`src/rtl/cfgio_pkg.sv`:
```
package cfgio_pkg;
   typedef enum logic [1:0] {
      TGT_CADDR = 2'd0,
      TGT_CFG   = 2'd1,
      TGT_IO    = 2'd2,
      TGT_NONE  = 2'd3
   } tgt_e;

   typedef struct packed {
      tgt_e tgt;
      logic err;
      logic unc;
      logic ord;
   } dec_s;
endpackage

```
`src/rtl/cfgio_port_class.sv`:
```
module cfgio_port_class #(
   parameter int          ADDR_W    = 32,
   parameter int          PORT_W    = 16,
   parameter int          SZ_W      = 4,
   parameter int          ADDR_SIZE = 4,
   parameter logic [15:0] ADDR_PORT = 16'hCF8,
   parameter logic [15:0] DATA_PORT = 16'hCFC
) (
   input  logic [ADDR_W-1:0] addr,
   input  logic [SZ_W-1:0]   size,
   output logic [PORT_W-1:0] port,
   output logic              hi_err,
   output logic              hit_caddr,
   output logic              hit_window
);
   localparam logic [PORT_W-1:0] AP = PORT_W'(ADDR_PORT);
   localparam logic [PORT_W-1:0] DP = PORT_W'(DATA_PORT);

   assign port = addr[PORT_W-1:0];

   generate
      if (ADDR_W > PORT_W) begin : g_hi
         assign hi_err = |addr[ADDR_W-1:PORT_W];
      end else begin : g_nohi
         assign hi_err = 1'b0;
      end
   endgenerate

   always_comb begin
      hit_caddr  = !hi_err && (port == AP) && (size == SZ_W'(ADDR_SIZE));
      hit_window = !hi_err && (port[PORT_W-1:2] == DP[PORT_W-1:2]);
   end
endmodule

```
`src/rtl/cfgio_addr_reg.sv`:
```
module cfgio_addr_reg #(
   parameter int DATA_W = 32
) (
   input  logic              clk,
   input  logic              rst_n,
   input  logic              we,
   input  logic [DATA_W-1:0] wdata,
   output logic [DATA_W-1:0] q
);
   always_ff @(posedge clk or negedge rst_n) begin
      if (!rst_n)  q <= '0;
      else if (we) q <= wdata;
   end
endmodule

```
`src/rtl/cfgio_target_build.sv`:
```
module cfgio_target_build
   import cfgio_pkg::*;
#(
   parameter int              PORT_W     = 16,
   parameter int              EN_BIT     = 31,
   parameter int              PA_W       = 64,
   parameter logic [PA_W-1:0] CFG_PREFIX = 64'hC000_0000_0000_0000,
   parameter logic [PA_W-1:0] IO_PREFIX  = 64'h8000_0000_0000_0000
) (
   input  logic [PORT_W-1:0]   port,
   input  logic [EN_BIT-3:0]   cfg_field,
   input  logic                cfg_en,
   input  logic                hi_err,
   input  logic                hit_caddr,
   input  logic                hit_window,
   output dec_s                dec,
   output logic [PA_W-1:0]     phys
);
   logic [PA_W-1:0] io_addr;
   logic [PA_W-1:0] cfg_addr;

   always_comb begin
      io_addr                = '0;
      io_addr[PORT_W-1:0]    = port;
      io_addr                = io_addr | IO_PREFIX;
      cfg_addr               = '0;
      cfg_addr[EN_BIT-1:0]   = {cfg_field, port[1:0]};
      cfg_addr               = cfg_addr | CFG_PREFIX;
   end

   always_comb begin
      dec  = '{tgt: TGT_IO, err: 1'b0, unc: 1'b1, ord: 1'b1};
      phys = io_addr;
      if (hi_err) begin
         dec  = '{tgt: TGT_NONE, err: 1'b1, unc: 1'b0, ord: 1'b0};
         phys = '0;
      end else if (hit_caddr) begin
         dec  = '{tgt: TGT_CADDR, err: 1'b0, unc: 1'b0, ord: 1'b0};
         phys = '0;
      end else if (hit_window && cfg_en) begin
         dec.tgt = TGT_CFG;
         phys    = cfg_addr;
      end
   end
endmodule

```
`src/rtl/cfgio_port_decoder.sv`:
```
module cfgio_port_decoder
   import cfgio_pkg::*;
#(
   parameter int              ADDR_W     = 32,
   parameter int              PORT_W     = 16,
   parameter int              DATA_W     = 32,
   parameter int              SZ_W       = 4,
   parameter int              PA_W       = 64,
   parameter int              EN_BIT     = 31,
   parameter int              ADDR_SIZE  = 4,
   parameter bit              REG_OUT    = 1'b1,
   parameter logic [15:0]     ADDR_PORT  = 16'hCF8,
   parameter logic [15:0]     DATA_PORT  = 16'hCFC,
   parameter logic [PA_W-1:0] CFG_PREFIX = 64'hC000_0000_0000_0000,
   parameter logic [PA_W-1:0] IO_PREFIX  = 64'h8000_0000_0000_0000
) (
   input  logic              clk,
   input  logic              rst_n,
   input  logic              req_valid,
   input  logic              req_write,
   input  logic [ADDR_W-1:0] req_addr,
   input  logic [SZ_W-1:0]   req_size,
   input  logic [DATA_W-1:0] req_wdata,
   output logic              resp_valid,
   output logic [1:0]        resp_tgt,
   output logic [PA_W-1:0]   resp_phys,
   output logic              resp_uncacheable,
   output logic              resp_ordered,
   output logic              resp_err,
   output logic [DATA_W-1:0] resp_rdata
);
   generate
      if (PORT_W < 3 || PORT_W > ADDR_W || PORT_W > 16) begin : g_bad_port
         $error("cfgio_port_decoder: PORT_W out of range");
      end
      if (EN_BIT < 3 || EN_BIT >= DATA_W) begin : g_bad_en
         $error("cfgio_port_decoder: EN_BIT must lie inside the register");
      end
      if (PA_W < EN_BIT || PA_W < PORT_W) begin : g_bad_pa
         $error("cfgio_port_decoder: PA_W too narrow");
      end
      if (ADDR_SIZE >= (1 << SZ_W)) begin : g_bad_sz
         $error("cfgio_port_decoder: ADDR_SIZE does not fit SZ_W");
      end
   endgenerate

   logic [PORT_W-1:0] port;
   logic              hi_err;
   logic              hit_caddr;
   logic              hit_window;
   logic [DATA_W-1:0] cfg_q;
   logic              cfg_we;
   dec_s              dec;
   logic [PA_W-1:0]   phys;

   cfgio_port_class #(
      .ADDR_W(ADDR_W), .PORT_W(PORT_W), .SZ_W(SZ_W),
      .ADDR_SIZE(ADDR_SIZE), .ADDR_PORT(ADDR_PORT), .DATA_PORT(DATA_PORT)
   ) u_class (
      .addr(req_addr), .size(req_size), .port(port),
      .hi_err(hi_err), .hit_caddr(hit_caddr), .hit_window(hit_window)
   );

   assign cfg_we = req_valid && req_write && hit_caddr;

   cfgio_addr_reg #(.DATA_W(DATA_W)) u_areg (
      .clk(clk), .rst_n(rst_n), .we(cfg_we), .wdata(req_wdata), .q(cfg_q)
   );

   cfgio_target_build #(
      .PORT_W(PORT_W), .EN_BIT(EN_BIT), .PA_W(PA_W),
      .CFG_PREFIX(CFG_PREFIX), .IO_PREFIX(IO_PREFIX)
   ) u_build (
      .port(port), .cfg_field(cfg_q[EN_BIT-1:2]), .cfg_en(cfg_q[EN_BIT]),
      .hi_err(hi_err), .hit_caddr(hit_caddr), .hit_window(hit_window),
      .dec(dec), .phys(phys)
   );

   logic              n_valid;
   logic [1:0]        n_tgt;
   logic [PA_W-1:0]   n_phys;
   logic              n_unc;
   logic              n_ord;
   logic              n_err;
   logic [DATA_W-1:0] n_rdata;

   always_comb begin
      n_valid = req_valid;
      n_tgt   = req_valid ? dec.tgt : 2'd0;
      n_phys  = req_valid ? phys    : '0;
      n_unc   = req_valid && dec.unc;
      n_ord   = req_valid && dec.ord;
      n_err   = req_valid && dec.err;
      n_rdata = (req_valid && !req_write && hit_caddr) ? cfg_q : '0;
   end

   generate
      if (REG_OUT) begin : g_reg_out
         always_ff @(posedge clk or negedge rst_n) begin
            if (!rst_n) begin
               resp_valid       <= 1'b0;
               resp_tgt         <= 2'd0;
               resp_phys        <= '0;
               resp_uncacheable <= 1'b0;
               resp_ordered     <= 1'b0;
               resp_err         <= 1'b0;
               resp_rdata       <= '0;
            end else begin
               resp_valid       <= n_valid;
               resp_tgt         <= n_tgt;
               resp_phys        <= n_phys;
               resp_uncacheable <= n_unc;
               resp_ordered     <= n_ord;
               resp_err         <= n_err;
               resp_rdata       <= n_rdata;
            end
         end
      end else begin : g_comb_out
         always_comb begin
            resp_valid       = n_valid;
            resp_tgt         = n_tgt;
            resp_phys        = n_phys;
            resp_uncacheable = n_unc;
            resp_ordered     = n_ord;
            resp_err         = n_err;
            resp_rdata       = n_rdata;
         end
      end
   endgenerate
endmodule

```
`config.mk`:
```
export PLATFORM = sky130hd
export DESIGN_NAME = cfgio_port_decoder
export DESIGN_NICKNAME = d
export VERILOG_FILES = /design/src/rtl/cfgio_pkg.sv /design/src/rtl/cfgio_port_class.sv /design/src/rtl/cfgio_addr_reg.sv /design/src/rtl/cfgio_target_build.sv /design/src/rtl/cfgio_port_decoder.sv
export SDC_FILE = /design/constraint.sdc
export NUM_CORES = 1
export LEC_CHECK = 0
export ABC_AREA = 1
export CORE_ASPECT_RATIO = 0.7
export CORE_MARGIN = 1.5
export CORE_UTILIZATION = 40
export CTS_CLUSTER_SIZE = 30
export DETAILED_ROUTE_END_ITERATION = 6
export DONT_BUFFER_PORTS = 1
export PLACE_DENSITY_LB_ADDON = 0.1
export SKIP_CTS_REPAIR_TIMING = 1
export SLEW_MARGIN = 5
export SYNTH_ARGS = -nofsm -noshare
export SYNTH_HDL_FRONTEND = slang
export SYNTH_HIERARCHICAL = 1
export SYNTH_SLANG_ARGS = --single-unit
```
`constraint.sdc`:
```
create_clock -name clk -period 3.21 [get_ports clk]
set_clock_uncertainty 0.05 [all_clocks]
set_input_delay 0.4815 -clock clk [delete_from_list [all_inputs] [get_ports clk]]
set_output_delay 0.4815 -clock clk [all_outputs]
set_load 0.005 [all_outputs]
```
---- Word-level counts from Yosys, hierarchy flattened ----
Index checks and enable logic that the tools add are counted.
cells by class
  equal/unequal tests ..................... 3
  muxes and demuxes ....................... 10
  reductions and logical operators ........ 14
operators with widths
  operator              number
  $mux 64               3
  $mux 63               1
  $mux 32               1
  $eq 16x12->1 const B  1
  $reduce_or 16->1      1
  $eq 14x10->1 const B  1
  $logic_and 1x1->1     11
  $mux 2                4
  $mux 5                1
  $eq 4x3->1 const B    1
  $logic_not 1->1       2
storage, ports and cells
  flip-flop bits (word level) ............. 134
  input port bits ......................... 72

---- Longest topological paths before layout ----
  word-level depth ........................ 8
  mapped depth ............................ 13
  depth with buffers taken out ............ 12

---- By module ----
The synthesis kept the hierarchy.
by module, submodules not included
  module              times used  cells an instance  area each (um^2)  sequential area each (um^2)
  cfgio_port_decoder  1           319                3493.4            2552.4
  cfgio_addr_reg      1           136                1292.5            800.8
  cfgio_target_build  1           126                698.2             0.0
  cfgio_port_class    1           58                 284.0             0.0

---- Worst setup path before layout ----
OpenSTA, ideal clock, no wires.
  path type ............................... input port to flip-flop
  from .................................... input req_addr[31]
  to ...................................... register u_areg.q[2]
  library setup time ...................... 0.116 ns
  data arrival time ....................... 1.898 ns
  path slack .............................. 1.146 ns
  cell stages on the path ................. 12
  cell sequence ........................... nor2_1 nand2_1 nor2_1 nand2_1 nor2_1 nand2_1 nor2_1 buf_6 inv_8 buf_12 nand2_2 nand2_1
between the ends
  word-level cells in the longest chain between the ends .. 5
RTL lines
  what                            line                      RTL
  start: declaration              cfgio_port_decoder.sv:21  input logic [ADDR_W-1:0] req_addr,
  $reduce_or 16->1                cfgio_port_class.sv:23    assign hi_err = |addr[ADDR_W-1:PORT_W];
  named net hi_err                cfgio_port_decoder.sv:48  logic hi_err;
  $logic_not 1->1                 cfgio_port_class.sv:30    hit_caddr = !hi_err && (port == AP) && (size == SZ_W'(ADDR_SIZE));
  $logic_and 1x1->1 (2 in a row)  cfgio_port_class.sv:30
  named net hit_caddr             cfgio_port_decoder.sv:49  logic hit_caddr;
  $logic_and 1x1->1               cfgio_port_decoder.sv:64  assign cfg_we = req_valid && req_write && hit_caddr;
  named net cfg_we                cfgio_port_decoder.sv:52  logic cfg_we;
  end signal: assignment          cfgio_addr_reg.sv:12      else if (we) q <= wdata;
  end: declaration                cfgio_addr_reg.sv:8       output logic [DATA_W-1:0] q
The timed path passes the listed nets, and every way through them passes these cells.
A chain may end at the register's enable or synchronous reset.

---- Final worst setup path ----
  from .................................... input req_addr[13]
  to ...................................... register u_areg.q[8]
between the ends
  word-level cells in the longest chain between the ends .. 4
RTL lines
  what                            line
  $eq 16x12->1                    cfgio_port_class.sv:30
  $logic_and 1x1->1 (2 in a row)  cfgio_port_class.sv:30
  named net hit_caddr             cfgio_port_decoder.sv:49
  $logic_and 1x1->1               cfgio_port_decoder.sv:64
  named net cfg_we                cfgio_port_decoder.sv:52
The timed path passes the listed nets, and every way through them passes these cells.

==> reports/results.ini <==
[outcome]
status=complete, but fails checks
failed_checks=negative hold slack

[worst_setup_path]
crit_arrival_ps=2390
crit_slowest_cell=nor2_1
cpLargestDelayFamily=simple AND/OR/NAND/NOR gates
slowest_delay_ps=430
reg2reg_slack_ps=1570
startpoint=req_addr[13]
cp_cell_sequence=nor2_1 > nand2_1 > nor2_1 > nand3_1 > nor2_1 > nand2_1 > nor2_4 > buf_4 > nand2_1 > nand2_1
cp-start-kind=input port
reg2reg_depth=6
cp.required_ps=3510
path_max_fanout=14
worstReg2RegStart=u_areg/q[31]
crit_buf_inv=1
crit_type=input port to flop
r2r-end=resp_phys[18]
endpoint_kind=flop
crit_top_cell=nand2_1

[global_route]
grt.met1_usage=0.208
grt_pass1_wl_um=18500
track_usage=0.163
use_met2=0.245
overflow=0
grt_start_max_net_pins=135
grt_use_met3=0.0732
top_usage_layer=met2
antenna_found_initial=0
grt_pass1_vias=3474

[route]
routed_wl_um=11400
drc=0
drt_iter0_markers=154
postRouteAntennaNets=0
vias=3417
drt-wirelength-per-cell_um=13.9
dr.pass1.iters=4
viasPerCell=4.17

[clock_tree]
cts_root_buffer=clkbuf_16
cts_sinks=134
clkTransAtPathRegs_ps=60
htreeDepth=4
clock_latency_ps=410
cts_tree=yes
cts_max_path_buffers=2
cts_made_buffers=17

[timing]
setup_tns_ps=0
grt_setup_unrepaired=no
fin_hold_ws_ps=-291
period_share=0.650
finalSetupViolations=0
slew_violations=0
fmax_mhz=479
worst_pin_slew_ps=684
finalHoldViolCount=134
slew_headroom=0.543
min_period_ps=2090

[power]
clock_power_share=0.548
p_seq_frac=0.444
power.internal_mw=3.14
p_total_mw=3.89
p_comb_frac=0.009
swShare=0.194
vdd_drop_max_v=0.000309
leakage_nw=3.61
power.density_nw_per_um2=626
p_switching_uw=753

[synthesis]
synth.area.top_cells=dfrtp_1 58%, nand2_1 12%, inv_1 8.3%, buf_4 7.2%, nor2_2 4.2%
yosysMostFrequentCell=nand2_1
syn-cell-area_um2=5770
synth_seq_cells=134
yosysTopAreaCellShare=0.581
ys_top_cells_by_count=184 x nand2_1, 134 x dfrtp_1, 127 x inv_1
yosys.cell_types.count=21
syn_avg_cell_area_um2=9.03
synth.yosys.seq_area_share=0.581
synth.largest_area_cell=dfrtp_1
ys.flop_type=dfrtp_1
ys_async_sr_fraction=1.00
synthCells=639
synth_edf_count=0
ys_warn_count=6

[place]
place_congestion=0.767
place_hpwl_um=7630
port_buffers=0
placed_cell_area_um2=5550
placedCellCount=788

[finish]
area_delta_synth_final_pct=7.72
stdcell_count=820
diodes=0
nNetsFinal=689
drive_gt1_frac=0.141
finalInstanceArea_um2=6210

[die]
dieWidth_um=147
num_rows=36
boundaryPins=174
start_util=0.412
dieArea_um2=15200
die_h_um=103
core_um2=14000

[min_path]
hold_path.class=input port to async pin

[flow_run]
drv_cap=0

[cell usage in the layout (no fill, tap or decap), drive strengths merged]
cell,synthesis,final
a21oi,2,2
and2,1,1
buf,70,2
bufinv,0,4
clkbuf,3,23
clkinv,0,3
clkinvlp,0,1
conb,1,31
dfrtp,134,134
inv,129,130
nand2,196,196
nand3,30,30
nor2,71,71
o21ai,2,2
[how the worst max path moves through the flow]
stage                     slack, ps  cells after the start             to
after floorplan                1150                     12    u_areg/q[2]
after global placement          730                     10   u_areg/q[13]
after detailed placement        640                     10   u_areg/q[11]
after CTS                      1100                     10   u_areg/q[11]
after global routing            940                     11  resp_phys[18]
final                          1120                     10    u_areg/q[8]
[registers in the layout, summed over array words and instances (netlist names)]
register	flops
resp_phys	64
resp_rdata	32
u_areg/q	32
resp_tgt	2
resp_err	1
resp_ordered	1
resp_uncacheable	1
resp_valid	1
[cell families after synthesis]
logic type	count (synthesis)	share of synthesized area
buf+inv	202	0.187
compound gates	4	0.00347
other cells	1	0.000650
flops	134	0.581
simple gates	298	0.227
[power by group through the flow]
stage	clock, mW	sequential (mW)	combinational [mW]
6_report	2.13	1.73	0.0340
5_1_grt	2.27	1.73	0.0433
4_1_cts	2.18	1.73	0.0316
3_5_place_dp	0	1.76	0.0315
3_3_place_gp	0	1.76	0.0314
2_1_floorplan	0	1.75	0.0836
[per-stage QoR]
| stage | setup slack (ps) | utilization |
|---|---|---|
| final | 1120 | 0.444 |
| after global routing | 942 | 0.444 |
| after CTS | 1100 | 0.444 |
| after detailed placement | 645 | 0.396 |
| after global placement | 731 | 0.396 |
| after floorplan | 1150 | - |
[worst reg2reg max path, cell delays in order (launching register included)]
cell	delay (ps)
dfrtp_1	430
nand2_2	250
inv_2	320
nand2_4	230
nor2_1	190
nand2_1	70
inv_1	50
[cell type report]
type	instances	area (um2)
sequential	134	3350
multi-input combinational	333	1460
tap	190	238
timing repair buffer	2	15.0
clock inverter	9	163
inverter	129	492
clock buffer	23	498
fill	1367	7790
[routing by layer]
layer  vias up  part of all wire
li1       1699                 -
met4         0             0.013
met3        14             0.088
met2       114              0.44
met1      1590              0.46
met5         -                 0
Power figures use the tool's default switching activity.
